===== config.mk =====
export PLATFORM = sky130hd
export DESIGN_NAME = spi_fault_ctrl
export DESIGN_NICKNAME = d
export VERILOG_FILES = /design/src/rtl/spi_fault_ctrl.sv
export SDC_FILE = /design/constraint.sdc
export NUM_CORES = 1
export LEC_CHECK = 0
export ABC_AREA = 1
export BUFFER_PORTS_ARGS = -buffer_cell sky130_fd_sc_hd__buf_2
export CELL_PAD_IN_SITES_DETAIL_PLACEMENT = 0
export CELL_PAD_IN_SITES_GLOBAL_PLACEMENT = 1
export CORE_ASPECT_RATIO = 0.75
export CORE_MARGIN = 10
export CORE_UTILIZATION = 44
export DETAILED_ROUTE_END_ITERATION = 8
export PLACE_DENSITY = 0.83
export SLEW_MARGIN = 15
export SYNTH_ARGS = -nofsm -noshare
export SYNTH_HDL_FRONTEND = slang
export SYNTH_SLANG_ARGS = --single-unit

===== constraint.sdc =====
create_clock -name clk -period 1.8 [get_ports clk]
set_input_delay 0 -clock clk [delete_from_list [all_inputs] [get_ports clk]]
set_output_delay 0 -clock clk [all_outputs]
set_load 0.005 [all_outputs]

===== src/rtl/spi_fault_ctrl.sv =====
module spi_fault_ctrl #(
  parameter int DIV_W = 3
) (
  input  logic       clk,
  input  logic       rst_n,
  input  logic [1:0] reg_sel,
  input  logic       reg_wr,
  input  logic       reg_rd,
  input  logic [7:0] reg_wdata,
  output logic [7:0] reg_rdata,
  output logic       irq,
  output logic       sclk_o,
  output logic       mosi_o,
  input  logic       miso_i,
  input  logic       sclk_i,
  input  logic       mosi_i,
  input  logic       ss_n_i,
  output logic       miso_o
);
  localparam logic [1:0] SEL_CTRL = 2'd0;
  localparam logic [1:0] SEL_STAT = 2'd1;
  localparam logic [1:0] SEL_DATA = 2'd2;
  localparam int DIV_LSB = 3;

  logic en, mstr, ssdis;
  logic [DIV_W-1:0] div, tick_cnt;
  logic spif, wcol, sserr, modf;
  logic arm_spif, arm_wcol, arm_modf;
  logic [7:0] tx_buf, sh, rx, rx_buf;
  logic [2:0] cnt;
  logic busy_m, sclk_q;
  logic ss_s, ss_d, sck_s, sck_d, mosi_s;

  wire ctrl_wr  = reg_wr && reg_sel == SEL_CTRL;
  wire stat_rd  = reg_rd && reg_sel == SEL_STAT;
  wire data_wr  = reg_wr && reg_sel == SEL_DATA;
  wire data_acc = (reg_wr || reg_rd) && reg_sel == SEL_DATA;

  wire slave_on  = en && !mstr;
  wire slave_sel = slave_on && !ss_s;
  wire busy_s    = slave_sel && cnt != 3'd0;
  wire busy      = busy_m || busy_s;

  wire tick   = busy_m && tick_cnt == div;
  wire m_rise = tick && !sclk_q;
  wire m_fall = tick && sclk_q;
  wire s_rise = slave_sel && sck_s && !sck_d;
  wire s_fall = slave_sel && !sck_s && sck_d;
  wire ss_fall = !ss_s && ss_d;
  wire ss_rise = ss_s && !ss_d;

  wire m_done = m_fall && cnt == 3'd7;
  wire s_done = s_rise && cnt == 3'd7;
  wire done   = m_done || s_done;
  wire [7:0] rx_next = {rx[6:0], mstr ? miso_i : mosi_s};
  wire [7:0] rx_byte = mstr ? rx : rx_next;

  wire modf_hit  = en && mstr && !ssdis && !ss_s;
  wire start     = data_wr && en && mstr && !busy_m && !modf_hit;
  wire collide   = data_wr && busy;
  wire sserr_hit = slave_on && ss_rise && cnt != 3'd0;

  always_ff @(posedge clk or negedge rst_n) begin
    if (!rst_n) begin
      ss_s <= 1'b1; ss_d <= 1'b1;
      sck_s <= 1'b0; sck_d <= 1'b0; mosi_s <= 1'b0;
    end else begin
      ss_s <= ss_n_i; ss_d <= ss_s;
      sck_s <= sclk_i; sck_d <= sck_s; mosi_s <= mosi_i;
    end
  end

  always_ff @(posedge clk or negedge rst_n) begin
    if (!rst_n) begin
      en <= 1'b0; mstr <= 1'b0; ssdis <= 1'b0; div <= '0;
    end else begin
      if (ctrl_wr) begin
        en    <= reg_wdata[0];
        mstr  <= reg_wdata[1];
        ssdis <= reg_wdata[2];
        div   <= reg_wdata[DIV_LSB +: DIV_W];
      end
      if (modf_hit) begin
        en   <= 1'b0;
        mstr <= 1'b0;
      end
    end
  end

  always_ff @(posedge clk or negedge rst_n) begin
    if (!rst_n) begin
      spif <= 1'b0; wcol <= 1'b0; sserr <= 1'b0; modf <= 1'b0;
      arm_spif <= 1'b0; arm_wcol <= 1'b0; arm_modf <= 1'b0;
      rx_buf <= '0;
    end else begin
      if (done) spif <= 1'b1;
      else if (data_acc && arm_spif) spif <= 1'b0;

      if (done && !spif) rx_buf <= rx_byte;

      if (collide) wcol <= 1'b1;
      else if (data_acc && arm_wcol) wcol <= 1'b0;

      if (modf_hit) modf <= 1'b1;
      else if (ctrl_wr && arm_modf) modf <= 1'b0;

      if (ctrl_wr && !reg_wdata[0]) sserr <= 1'b0;
      else if (sserr_hit) sserr <= 1'b1;

      if (stat_rd) begin
        arm_spif <= spif;
        arm_wcol <= wcol;
        arm_modf <= modf;
      end else begin
        if (data_acc) begin
          arm_spif <= 1'b0;
          arm_wcol <= 1'b0;
        end
        if (ctrl_wr) arm_modf <= 1'b0;
      end
    end
  end

  always_ff @(posedge clk or negedge rst_n) begin
    if (!rst_n) begin
      tx_buf <= '0; sh <= '0; rx <= '0; cnt <= '0;
      busy_m <= 1'b0; sclk_q <= 1'b0; tick_cnt <= '0;
    end else begin
      if (data_wr && !busy) tx_buf <= reg_wdata;
      if (!en) begin
        busy_m <= 1'b0; sclk_q <= 1'b0; cnt <= '0; tick_cnt <= '0;
      end else if (mstr) begin
        if (start) begin
          sh <= reg_wdata; busy_m <= 1'b1; cnt <= '0;
          tick_cnt <= '0; sclk_q <= 1'b0;
        end else if (busy_m) begin
          tick_cnt <= tick ? '0 : tick_cnt + 1'b1;
          if (m_rise) begin
            sclk_q <= 1'b1;
            rx <= rx_next;
          end
          if (m_fall) begin
            sclk_q <= 1'b0;
            sh <= {sh[6:0], 1'b0};
            cnt <= cnt + 1'b1;
            if (cnt == 3'd7) busy_m <= 1'b0;
          end
        end
      end else begin
        if (ss_s) cnt <= '0;
        if (ss_fall) begin
          sh <= tx_buf;
          cnt <= '0;
        end else if (s_rise) begin
          rx <= rx_next;
          cnt <= cnt + 1'b1;
          if (cnt == 3'd7) sh <= tx_buf;
        end else if (s_fall && cnt != 3'd0) begin
          sh <= {sh[6:0], 1'b0};
        end
      end
    end
  end

  assign sclk_o = sclk_q;
  assign mosi_o = busy_m & sh[7];
  assign miso_o = slave_sel & sh[7];
  assign irq    = spif || (modf && !ssdis);

  always_comb begin
    reg_rdata = '0;
    case (reg_sel)
      SEL_CTRL: begin
        reg_rdata[0] = en;
        reg_rdata[1] = mstr;
        reg_rdata[2] = ssdis;
        reg_rdata[DIV_LSB +: DIV_W] = div;
      end
      SEL_STAT: reg_rdata = {spif, wcol, sserr, modf, 2'b00, busy_m, ss_s};
      SEL_DATA: reg_rdata = rx_buf;
      default:  reg_rdata = '0;
    endcase
  end
endmodule


After elaboration in Yosys (flattened, before gate mapping)
Cells that the tools add are included.

Register bits: 58. Input port bits: 18.

Add/sub/neg operators: 2. Equality and inequality tests: 17. Muxes and demuxes: 60. Bitwise gates (word level): 2. Reduce and logical (&&, ||, !) cells: 68.

Operators with widths (count): two-way mux 8 bit (15); two-way mux 3 bit (13); logical AND 1 bit (36); two-way mux 1 bit (30); one-hot mux 6 bit (3 select lines) (1); nonzero test 2 bit (8); zero test 1 bit (12); != test 4 x 2 -> 1 bit (second input constant) (3); != test 3 x 1 -> 1 bit (second input constant) (3); adder 3 x 1 -> 3 bit (second input constant) (2); != test 2 x 1 -> 1 bit (second input constant) (3); AND reduction 3 bit (2); AND reduction 6 bit (1); != test 5 x 1 -> 1 bit (second input constant) (1); AND reduction 5 bit (1); logical OR 1 bit (4); != test 2 bit (second input constant) (2); != test 4 x 1 -> 1 bit (second input constant) (1); one-hot mux 2 bit (2 select lines) (1); nonzero test 4 bit (1); equality test 3 bit (1); equality test 3 bit (second input constant) (1); nonzero test 3 bit (1); bitwise AND 1 bit (2); other kinds (4) (4).

Logic depth before layout (Yosys ltp)
Gate-level depths: netlist of the first run.

Word-level depth: 10. Gate-level depth with buffers: 12. Depth with buffers taken out: 10.

Least setup slack after synthesis of the first run
No wires, ideal clock.

Kind: register to register. Start point: reg ss_s. End point: reg sh[2]. Setup time: 0.118 ns. Arrival: 1.292 ns. Path slack: 0.390 ns. Cell stages (with the launch flop): 9. Path buffers: 1. Cells stage by stage: dfstp_2 inv_1 nand2_2 buf_4 nand3_1 nand3_1 nand2_1 nand3_1 nand2_1.

Longest elaborated chain between the ends: 7.

RTL lines: start: declaration (RTL line 32) `logic ss_s, ss_d, sck_s, sck_d, mosi_s;`; start signal: assignment (RTL line 68) `ss_s <= ss_n_i; ss_d <= ss_s;`; zero test 1 bit (*) (RTL line 40, 49, 58); logical AND 1 bit (RTL line 40) `wire slave_sel = slave_on && !ss_s;`; logical AND 1 bit (on tied branches) (2 in series) (RTL line 48, 47); logical AND 1 bit / two-way mux 8 bit (equally long branches) (RTL line 158, 154); nonzero test 4 bit (no source line) / two-way mux 8 bit (equally long branches); AND reduction 5 bit (no source line) / two-way mux 8 bit (equally long branches); end signal: assignment (RTL line 152) `sh <= tx_buf;`; end signal: assignment (RTL line 157) `if (cnt == 3'd7) sh <= tx_buf;`; end signal: assignment (RTL line 159) `sh <= {sh[6:0], 1'b0};`; end: declaration (RTL line 29) `logic [7:0] tx_buf, sh, rx, rx_buf;`.

Mark *: on every way between the ends. The rest lies on a longest branch, timed or not. A chain may end at the register's enable or synchronous reset.

Worst setup path in the final report of the first run
Start point: reg div[0]. End point: reg rx_buf[0].

Longest elaborated chain between the ends: 6.

RTL lines: start: declaration (RTL line 26) `logic [DIV_W-1:0] div, tick_cnt;`; start signal: assignment (RTL line 81) `div <= reg_wdata[DIV_LSB +: DIV_W];`; equality test 3 bit (RTL line 44) `wire tick = busy_m && tick_cnt == div;`; logical AND 1 bit (RTL line 44); logical AND 1 bit (RTL line 46) `wire m_fall = tick && sclk_q;`; logical AND 1 bit (RTL line 52) `wire m_done = m_fall && cnt == 3'd7;`; logical OR 1 bit (RTL line 54) `wire done = m_done || s_done;`; logical AND 1 bit (RTL line 99) `if (done && !spif) rx_buf <= rx_byte;`; end signal: assignment (RTL line 99); end: declaration (RTL line 29).

Every way passes these cells.

==> impl_metrics.csv, run 1 <==
group,metric,value,unit
worst_setup_path,r2r.worst_path.cells,9,
clock_network,clkSlewWorstSetupHoldPaths,0.08,ns
worst_setup_path,worstReg2RegEnd,"rx_buf[0]",
cells_and_area,post_route_cells_drive_above_1_share,20.1,%
floorplanning,floorplan.io_pins,30,
detailed_routing,ant_nets,0,
clock_network,later_pin_clock_latency_in_the_skew_report,0.35,ns
timing,timing.final.crit_share,91.6,%
yosys,syn-num-nets,450,
worst_setup_path,timing.critical_path.to,"rx_buf[0]",
grt,grt_pass1_vias,2907,
clock_network,clk_path_buf_depth,2,
floorplanning,row_count,27,
floorplanning,initial_core_util,45.3,%
clock_network,clkSinkCount,58,
yosys,netlist-cell-type-count,33,
detailed_routing,drc_errors,0,
placed_design,final_replace_weighted_congestion,0.841,
worst_setup_path,path_max_fanout,16,
power,power.density,1210,nW/µm²
timing,hold_viol_final,0,
timing,fmax,0.606,GHz
timing,final_sum_of_negative_setup_slack,0,ns
timing,slew_headroom,59.6,%
yosys,synth.yosys.seq_area_share,43.5,%
timing,finalWorstPathRequiredPeriod,1.65,ns
timing,clock-skew-final,0.00975,ns
cells_and_area,design_area,4020,µm²
yosys,number_of_enable_type_register_cells_in_the_synthesized_netlist,0,
cells_and_area,register_area,1460,µm²
yosys,synthCells,424,
power,max-vdd-ir-drop,621,µV
placed_design,placed_cell_area,3630,µm²
cells_and_area,area_used_by_multi_input_combinational_logic,1590,µm²
yosys,syn_area,3340,µm²
clock_network,cts_root_buf,"clkbuf_8",
detailed_routing,avgViaCountPerCell,4.95,
cells_and_area,utilization,54.6,%
yosys,async_reset_ff_share,100,%
worst_setup_path,r2r-start,"div[0]",
yosys,synth-warning-count,0,
worst_setup_path,worstSetupPathType,"reg -> reg",
yosys,syn_area_cell,7.88,µm²
power,finalPower,4.86,mW
timing,setup_repair_after_global_routing_missed_its_margin,"false",
timing,worst_slew_pin_slew,0.607,ns
floorplanning,chipHeight,95.4,µm
cells_and_area,nNetsFinal,508,
clock_network,tritoncts_clock_tree,"yes",
placed_design,dp_hpwl,6230,µm
cells_and_area,diodes,0,
floorplanning,die_area,11500,µm²
grt,global_route.usage.total,15.7,%
grt,pin_count_of_the_biggest_net_entering_global_routing,35,
timing,final-max-slew-violation-count,0,
run_status,status,"complete, no violations",
worst_setup_path,cp-start-kind,"register",
job,max_cap_violations,0,
worst_setup_path,required,2.03,ns
yosys,synth_flop_cell,"dfrtp_1",
floorplanning,die_w,121,µm
timing,report.final.setup_viol,0,
power,power.leakage,2.18,nW
floorplanning,design.core.area,7360,µm²
clock_network,cts_made_buffers,9,
worst_setup_path,worst-endpoint-arrival,1.88,ns
detailed_routing,drt_iter0_drc,227,
grt,grt_first_pass_wirelength,14500,µm
grt,antenna_found_initial,0,
worst_setup_path,crit_start,"div[0]",
cells_and_area,num-fill-cells,690,
min_path,min_delay_worst_type,"in -> async",
worst_setup_path,endpoint_kind,"register",
detailed_routing,route.final.wire_length,8300,µm
worst_setup_path,worst-r2r-setup-slack,0.15,ns
placed_design,port_buffers,29,
detailed_routing,vias,2911,
clock_network,cts-htree-levels,3,
detailed_routing,dr.pass1.iters,5,
cells_and_area,area_delta_synth_final,20.5,%
yosys,ys_seq_elements,58,
detailed_routing,wire_per_inst,14.1,µm
timing,final.hold.worst_slack,0.185,ns
grt,overflow,0,
-- cell families after synthesis --
group	share of synthesized area, %
adder cells (fa/ha/maj)	3.00
multiplexers	2.10
AND/OR/NAND/NOR	32.4
XOR/XNOR	0.262
flip-flops	43.5
buffers and inverters	9.48
AO/OA/AOI/OAI	9.22
-- per-stage QoR --
| stage | instances | worst slack, ns |
|---|---|---|
| 2_1_floorplan | 424 | 0.390 |
| 3_3_place_gp | 554 | 0.114 |
| 3_5_place_dp | 554 | 0.0452 |
| 4_1_cts | 585 | 0.0338 |
| 5_1_grt | 588 | 0.00753 |
| 6_report | 588 | 0.151 |
-- state kept, by name (all words and copies together) (netlist names), 3 cells and up --
name      cells
tx_buf        8
rx            8
cnt           3
sh            8
tick_cnt      3
rx_buf        8
div           3
-- synthesized netlist by cell type, types with 4 or more instances --
master / number / share of area [%]
buf_6: 5 / 1.7
nand2_2: 5 / 0.94
nor2_1: 7 / 0.79
o21ai_2: 8 / 2.1
nand3_1: 63 / 9.4
o21ai_0: 23 / 3.4
nand3_2: 4 / 1.2
nand2_4: 4 / 1.3
inv_1: 53 / 6.0
mux2i_1: 7 / 2.1
dfrtp_1: 56 / 42
a21oi_1: 11 / 1.6
buf_2: 4 / 0.60
nand2_1: 137 / 15
ha_1: 8 / 3.0
-- where the power goes --
group / internal (mW) / leakage [nW] / switching [mW]
Sequential: 1.61 / 0.751 / 0.271
Clock: 0.647 / 0.0921 / 0.586
Combinational: 0.660 / 1.34 / 1.08
-- worst max-delay path: stages, from the launching register on --
cell and delay [ns]:
dfrtp_1 0.46, inv_2 0.06, nand2_1 0.06, nand2_1 0.06, nor2_2 0.16, nand3_2 0.20, nand2_4 0.12, nand3_4 0.20
nand2_1 0.15, o21ai_2 0.06
-- cells in the final DEF, fill, tap and decap left out, types with 8 or more instances in the layout --
cell,n
a21oi_1,11
buf_2,29
buf_4,16
clkbuf_8,9
dfrtp_1,55
dlygate4sd3_1,15
ha_1,8
inv_1,53
nand2_1,136
nand3_1,63
o21ai_0,23
o21ai_2,8
-- how the worst min path moves through the flow --
stage / start / end / slack (ns) / depth (start not counted)
final: rst_n / arm_spif / 0.19 / 2
after global routing: rst_n / rx_buf[6] / 0.22 / 2
after CTS: rst_n / rx_buf[6] / 0.18 / 2
after detailed placement: rst_n / rx_buf[6] / 0.04 / 1
after global placement: rst_n / arm_spif / 0.04 / 1
after floorplan: rst_n / arm_modf / -0.30 / 0
-- per-layer routing --
| layer | up-vias | GRT usage [%] | part of all wire, % |
|---|---|---|---|
| met5 | - | 0 | 0 |
| met4 | 0 | 4.11 | 0.99 |
| met2 | 54 | 24.1 | 45 |
| met1 | 1378 | 20.9 | 50 |
| met3 | 8 | 5.08 | 4.9 |
| li1 | 1471 | - | - |
-- area by class of cell --
type                    count  area share [%]
repair buffers             62            11.1
clock inverters             7            1.96
clock buffers               9            3.08
multi-input cells         296            39.4
flip-flops and latches     58            36.2
well taps                 101            3.14
inverters                  55            5.13
-- repair_timing --
| action | 4_1_cts | 5_1_grt |
|---|---|---|
| hold buffers | 15 | 0 |
| endpoints found under the setup margin | 0 | 23 |
| gates resized for setup | 0 | 6 |
| buffers inserted | 0 | 3 |
| hold endpoints to repair | 43 | 0 |
(Power assumes the default switching activity.)
==> run 2: changes to the inputs <==
- BUFFER_PORTS_ARGS: -buffer_cell sky130_fd_sc_hd__buf_2 -> not set
- CORE_UTILIZATION: 44 -> 35
- DONT_BUFFER_PORTS: not set -> 1
- PLACE_DENSITY: 0.83 -> 0.66
==> run 2 against run 1 <==
  * Register-to-register slack is essentially flat
  * First-iteration DRC count is 12% lower
  * Combinational power barely moved
  * Total power increased by 9.0%
  * Maximum frequency is 0.55% lower
  * Wire length increased by 5.5%
  * Sequential share of layout area barely moved
  * Clock power rose by 36%
  * Flip-flop and latch count stayed put
  * Count of clock-buffer cells in the layout increased by 2
==> impl_metrics.csv, run 2 (synthesis results as in run 1) <==
group,metric,value,unit
detailed_routing,ant_nets,0,
cells_and_area,layout_common_cells,"136 x nand2_1, 63 x nand3_1, 54 x dfrtp_1",
min_path,min-delay-start,"reg_wr",
clock_network,clkSinkCount,58,
worst_setup_path,worstReg2RegEnd,"rx[2]",
placed_design,port_buffers,0,
timing,worst_slew_pin_slew,0.392,ns
grt,global_route.usage.total,13.4,%
timing,fmax,0.603,GHz
power,finalPower,5.30,mW
floorplanning,floorplan.io_pins,30,
worst_setup_path,path_max_fanout,9,
worst_setup_path,cp-start-kind,"register",
timing,hold_viol_final,0,
power,power_frac_seq,35.4,%
power,switching_share,37.2,%
floorplanning,row_count,30,
cells_and_area,diodes,0,
worst_setup_path,worstSetupPathType,"reg -> reg",
power,comb_power_share,33.0,%
run_status,status,"complete, no violations",
clock_network,cts-htree-levels,3,
detailed_routing,dr.pass1.iters,4,
timing,clock-skew-final,0.00686,ns
detailed_routing,wire_per_inst,14.9,µm
placed_design,final_replace_weighted_congestion,0.817,
cells_and_area,area_delta_synth_final,20.5,%
power,max-vdd-ir-drop,612,µV
clock_network,postCtsSetupBuffers,0,
cells_and_area,num-fill-cells,969,
grt,grt_pass1_vias,2846,
clock_network,cts_made_buffers,9,
power,power.leakage,2.10,nW
worst_setup_path,required,2.02,ns
min_path,worstHoldPathCells,2,
power,power.clock.fraction,31.5,%
worst_setup_path,worst-endpoint-arrival,1.88,ns
floorplanning,chipHeight,105,µm
cells_and_area,nNetsFinal,479,
worst_setup_path,r2r-start,"mstr",
timing,setup_repair_after_global_routing_missed_its_margin,"false",
floorplanning,die_area,13900,µm²
worst_setup_path,r2r.worst_path.cells,10,
timing,finalWorstPathRequiredPeriod,1.66,ns
power,p_int,3.32,mW
timing,timing.final.crit_share,92.1,%
clock_network,tritoncts_clock_tree,"yes",
timing,report.final.setup_viol,0,
grt,pin_count_of_the_biggest_net_entering_global_routing,59,
timing,final_sum_of_negative_setup_slack,0,ns
grt,grt_first_pass_wirelength,15200,µm
detailed_routing,route.final.wire_length,8760,µm
placed_design,dp_hpwl,6470,µm
grt,overflow,0,
worst_setup_path,worst-r2r-setup-slack,0.14,ns
floorplanning,die_w,133,µm
grt,antenna_found_initial,0,
cells_and_area,post_route_cells_drive_above_1_share,14.6,%
min_path,timing.hold.worst_endpoint,"wcol",
timing,final-max-slew-violation-count,0,
worst_setup_path,endpoint_kind,"register",
clock_network,clkSlewWorstSetupHoldPaths,0.05,ns
timing,slew_headroom,73.8,%
clock_network,cts_root_buf,"clkbuf_16",
detailed_routing,avgViaCountPerCell,4.79,
floorplanning,initial_core_util,36.5,%
detailed_routing,vias,2809,
clock_network,later_pin_clock_latency_in_the_skew_report,0.33,ns
detailed_routing,drt_iter0_drc,200,
min_path,min_delay_worst_type,"in -> reg",
clock_network,clk_path_buf_depth,2,
power,power.density,1320,nW/µm²
cells_and_area,leading_cell_type_in_the_layout_fill_and_taps_excluded,"nand2_1",
job,max_cap_violations,0,
floorplanning,design.core.area,9160,µm²
detailed_routing,drc_errors,0,
power,p_switching,1.97,mW
==> run 2: how the worst max path moves through the flow <==
stage                 from   endpoint  cells past startpoint
finish                mstr      rx[2]                     10
global route        div[0]  rx_buf[6]                      9
CTS                     en      rx[2]                      9
detailed placement      en      rx[1]                      9
global placement      mstr      rx[4]                     10
floorplan             ss_s      sh[2]                      8
==> run 2: timing repair <==
| action | CTS | global route |
|---|---|---|
| endpoints found under the hold margin | 82 | 0 |
| gates resized for setup | 0 | 5 |
| endpoints found under the setup margin | 0 | 23 |
| hold buffers | 17 | 0 |
==> run 2: power by group through the flow <==
stage               Clock, mW  Sequential, mW  Combinational [mW]
floorplan                   0            1.80                1.28
global placement            0            1.88                1.68
detailed placement          0            1.89                1.67
CTS                      1.71            1.87                1.75
global route             1.77            1.92                2.01
finish                   1.67            1.88                1.75
==> run 2: critical path: stages (launching register included) <==
cell and delay, ns:
dfrtp_1 0.39, inv_1 0.12, nand2_4 0.10, nor2_8 0.12, nand2_4 0.10, o21ai_4 0.16
and2_2 0.22, buf_12 0.13, nand2_4 0.08, nand2_1 0.08, nand2_1 0.05
==> run 2: layout make-up <==
| class | count | area, µm² | area share, % |
|---|---|---|---|
| clock inverter | 5 | 55.1 | 1.37 |
| tap | 128 | 160 | 3.98 |
| sequential | 58 | 1460 | 36.2 |
| inverter | 55 | 206 | 5.13 |
| clock buffer | 11 | 233 | 5.78 |
| multi-input combinational | 296 | 1580 | 39.3 |
| timing repair buffer | 33 | 333 | 8.27 |
==> run 2: metrics by stage <==
stage	area [µm²]	instances	hold slack [ns]	utilization, %	worst slack, ns
3_5_place_dp	3530	553	-0.293	38.6	0.0754
5_1_grt	4020	586	0.0804	43.9	0.00627
2_1_floorplan	3340	424	-0.296	-	0.390
3_3_place_gp	3530	553	-0.293	38.6	0.128
4_1_cts	4010	586	0.0289	43.8	0.0606
6_report	4020	586	0.0341	43.9	0.141
==> run 2: layer usage <==
metal	GRT usage (%)	wire length (µm)	part of all wire (%)	up-vias
li1	-	-	-	1419
met1	19.5	4520	52	1325
met2	18.9	3680	42	56
met3	3.59	474	5.4	9
met4	3.53	85	0.97	0
met5	0	0	0	-
==> run 3: changes to the inputs <==
- RECOVER_POWER: not set -> 50
==> run 3 against run 2 <==
  * Flip-flop and latch count unchanged
  * Maximum frequency about the same
  * Cell count unchanged
  * Cell area down 0.56%
  * Die area unchanged
  * Sequential share of layout area up 0.20 points
==> impl_metrics.csv, run 3 (synthesis results as in run 1) <==
group,metric,value,unit
run_status,status,"complete, no violations",
floorplanning,floorplan.io_pins,30,
timing,final-max-slew-violation-count,0,
grt,overflow,0,
detailed_routing,avgViaCountPerCell,4.79,
cells_and_area,utilization,43.7,%
clock_network,cts_root_buf,"clkbuf_16",
timing,setup_repair_after_global_routing_missed_its_margin,"false",
placed_design,place_ws,0.0754,ns
detailed_routing,met1_length,4560,µm
floorplanning,die_area,13900,µm²
timing,timing.final.crit_share,92.1,%
clock_network,cts_made_buffers,9,
detailed_routing,drt_iter0_drc,200,
cells_and_area,design_area,4000,µm²
clock_network,clk_path_buf_depth,2,
timing,report.final.setup_viol,0,
worst_setup_path,worstSetupPathType,"reg -> reg",
power,finalPower,5.29,mW
cells_and_area,diodes,0,
clock_network,cts-htree-levels,3,
detailed_routing,wire_per_inst,15.0,µm
placed_design,dp_hpwl,6470,µm
detailed_routing,dr_wl_met2,3680,µm
worst_setup_path,cp-start-kind,"register",
placed_design,placed_cell_area,3530,µm²
timing,final_critical_path_setup_slack,0.142,ns
cells_and_area,post_layout_nonfiller_instances,586,
cells_and_area,nNetsFinal,479,
timing,final.hold.worst_slack,0.0343,ns
floorplanning,die_w,133,µm
detailed_routing,route.final.wire_length,8770,µm
cells_and_area,leading_cell_type_in_the_layout_fill_and_taps_excluded,"nand2_1",
min_path,min_delay_worst_type,"in -> reg",
power,power.leakage,2.10,nW
placed_design,dp_cells,553,
clock_network,clkSinkCount,58,
power,power.density,1320,nW/µm²
timing,finalWorstPathRequiredPeriod,1.66,ns
grt,pin_count_of_the_biggest_net_entering_global_routing,59,
detailed_routing,dr.pass1.iters,4,
floorplanning,row_count,30,
detailed_routing,met3_wirelength,445,µm
timing,fmax,0.603,GHz
placed_design,final_replace_weighted_congestion,0.817,
timing,final_sum_of_negative_setup_slack,0,ns
clock_network,later_pin_clock_latency_in_the_skew_report,0.33,ns
clock_network,tritoncts_clock_tree,"yes",
floorplanning,chipHeight,105,µm
timing,worst_slew_pin_slew,1.33,ns
timing,hold_viol_final,0,
placed_design,port_buffers,0,
clock_network,postCtsSetupBuffers,0,
job,max_cap_violations,0,
worst_setup_path,path_max_fanout,9,
floorplanning,design.core.area,9160,µm²
worst_setup_path,required,2.02,ns
timing,slew_headroom,11.3,%
cells_and_area,post_route_cells_drive_above_1_share,14.6,%
worst_setup_path,endpoint_kind,"register",
grt,global_route.usage.total,13.4,%
detailed_routing,drc_errors,0,
grt,antenna_found_initial,0,
timing,clock-skew-final,0.00723,ns
power,max-vdd-ir-drop,610,µV
worst_setup_path,worst-endpoint-arrival,1.88,ns
cells_and_area,layout_common_cells,"136 x nand2_1, 63 x nand3_1, 54 x dfrtp_1",
clock_network,clkSlewWorstSetupHoldPaths,0.05,ns
grt,grt_pass1_vias,2846,
grt,grt_first_pass_wirelength,15200,µm
cells_and_area,area_delta_synth_final,19.8,%
detailed_routing,top_signal_layer_used,"met4",
floorplanning,initial_core_util,36.5,%
detailed_routing,ant_nets,0,
detailed_routing,vias,2806,
## run 3: critical path, cell delays in order, from the launching register on
cell and delay (ns):
dfrtp_1 0.39, inv_1 0.12, nand2_4 0.10, nor2_8 0.12
nand2_4 0.10, o21ai_4 0.16, and2_2 0.22, buf_12 0.13
nand2_4 0.08, nand2_1 0.08, nand2_1 0.05
## run 3: timing repair
| action | in CTS | in global routing |
|---|---|---|
| hold buffers | 17 | 0 |
| endpoints found under the setup margin | 0 | 23 |
| endpoints found under the hold margin | 82 | 0 |
| gates resized for setup | 0 | 5 |
## run 3: worst paths after layout
check / depth (start not counted) / endpoint / slack [ns] / startpoint
worst max-delay path: 10 / rx[2] / 0.14 / mstr
worst min-delay path: 2 / wcol / 0.03 / reg_wr
worst max register to register: 10 / rx[2] / 0.14 / mstr
worst min register to register: 0 / sck_d / 0.37 / sck_s
max in group asynchronous: 2 / en / 0.37 / rst_n
min in group asynchronous: 2 / rx[7] / 0.53 / rst_n
## run 3: cell type report
class	count	area [µm²]
inverter	55	206
fill	972	5160
clock buffer	11	233
clock inverter	5	55.1
sequential	58	1460
timing repair buffer	33	310
tap	128	160
multi-input combinational	296	1580
## run 3: power breakdown
group          total [mW]  switching (mW)  leakage [nW]  internal, mW
Sequential           1.88           0.259         0.750          1.62
Combinational        1.75            1.11          1.21         0.635
Clock                1.67           0.606         0.136          1.07
Total                5.29            1.98          2.10          3.32
## run 3: routing by layer
layer  GRT usage [%]  vias up
met1            19.5     1330
li1                -     1419
met5               0        -
met4            3.53        0
met3            3.59        9
met2            18.9       48
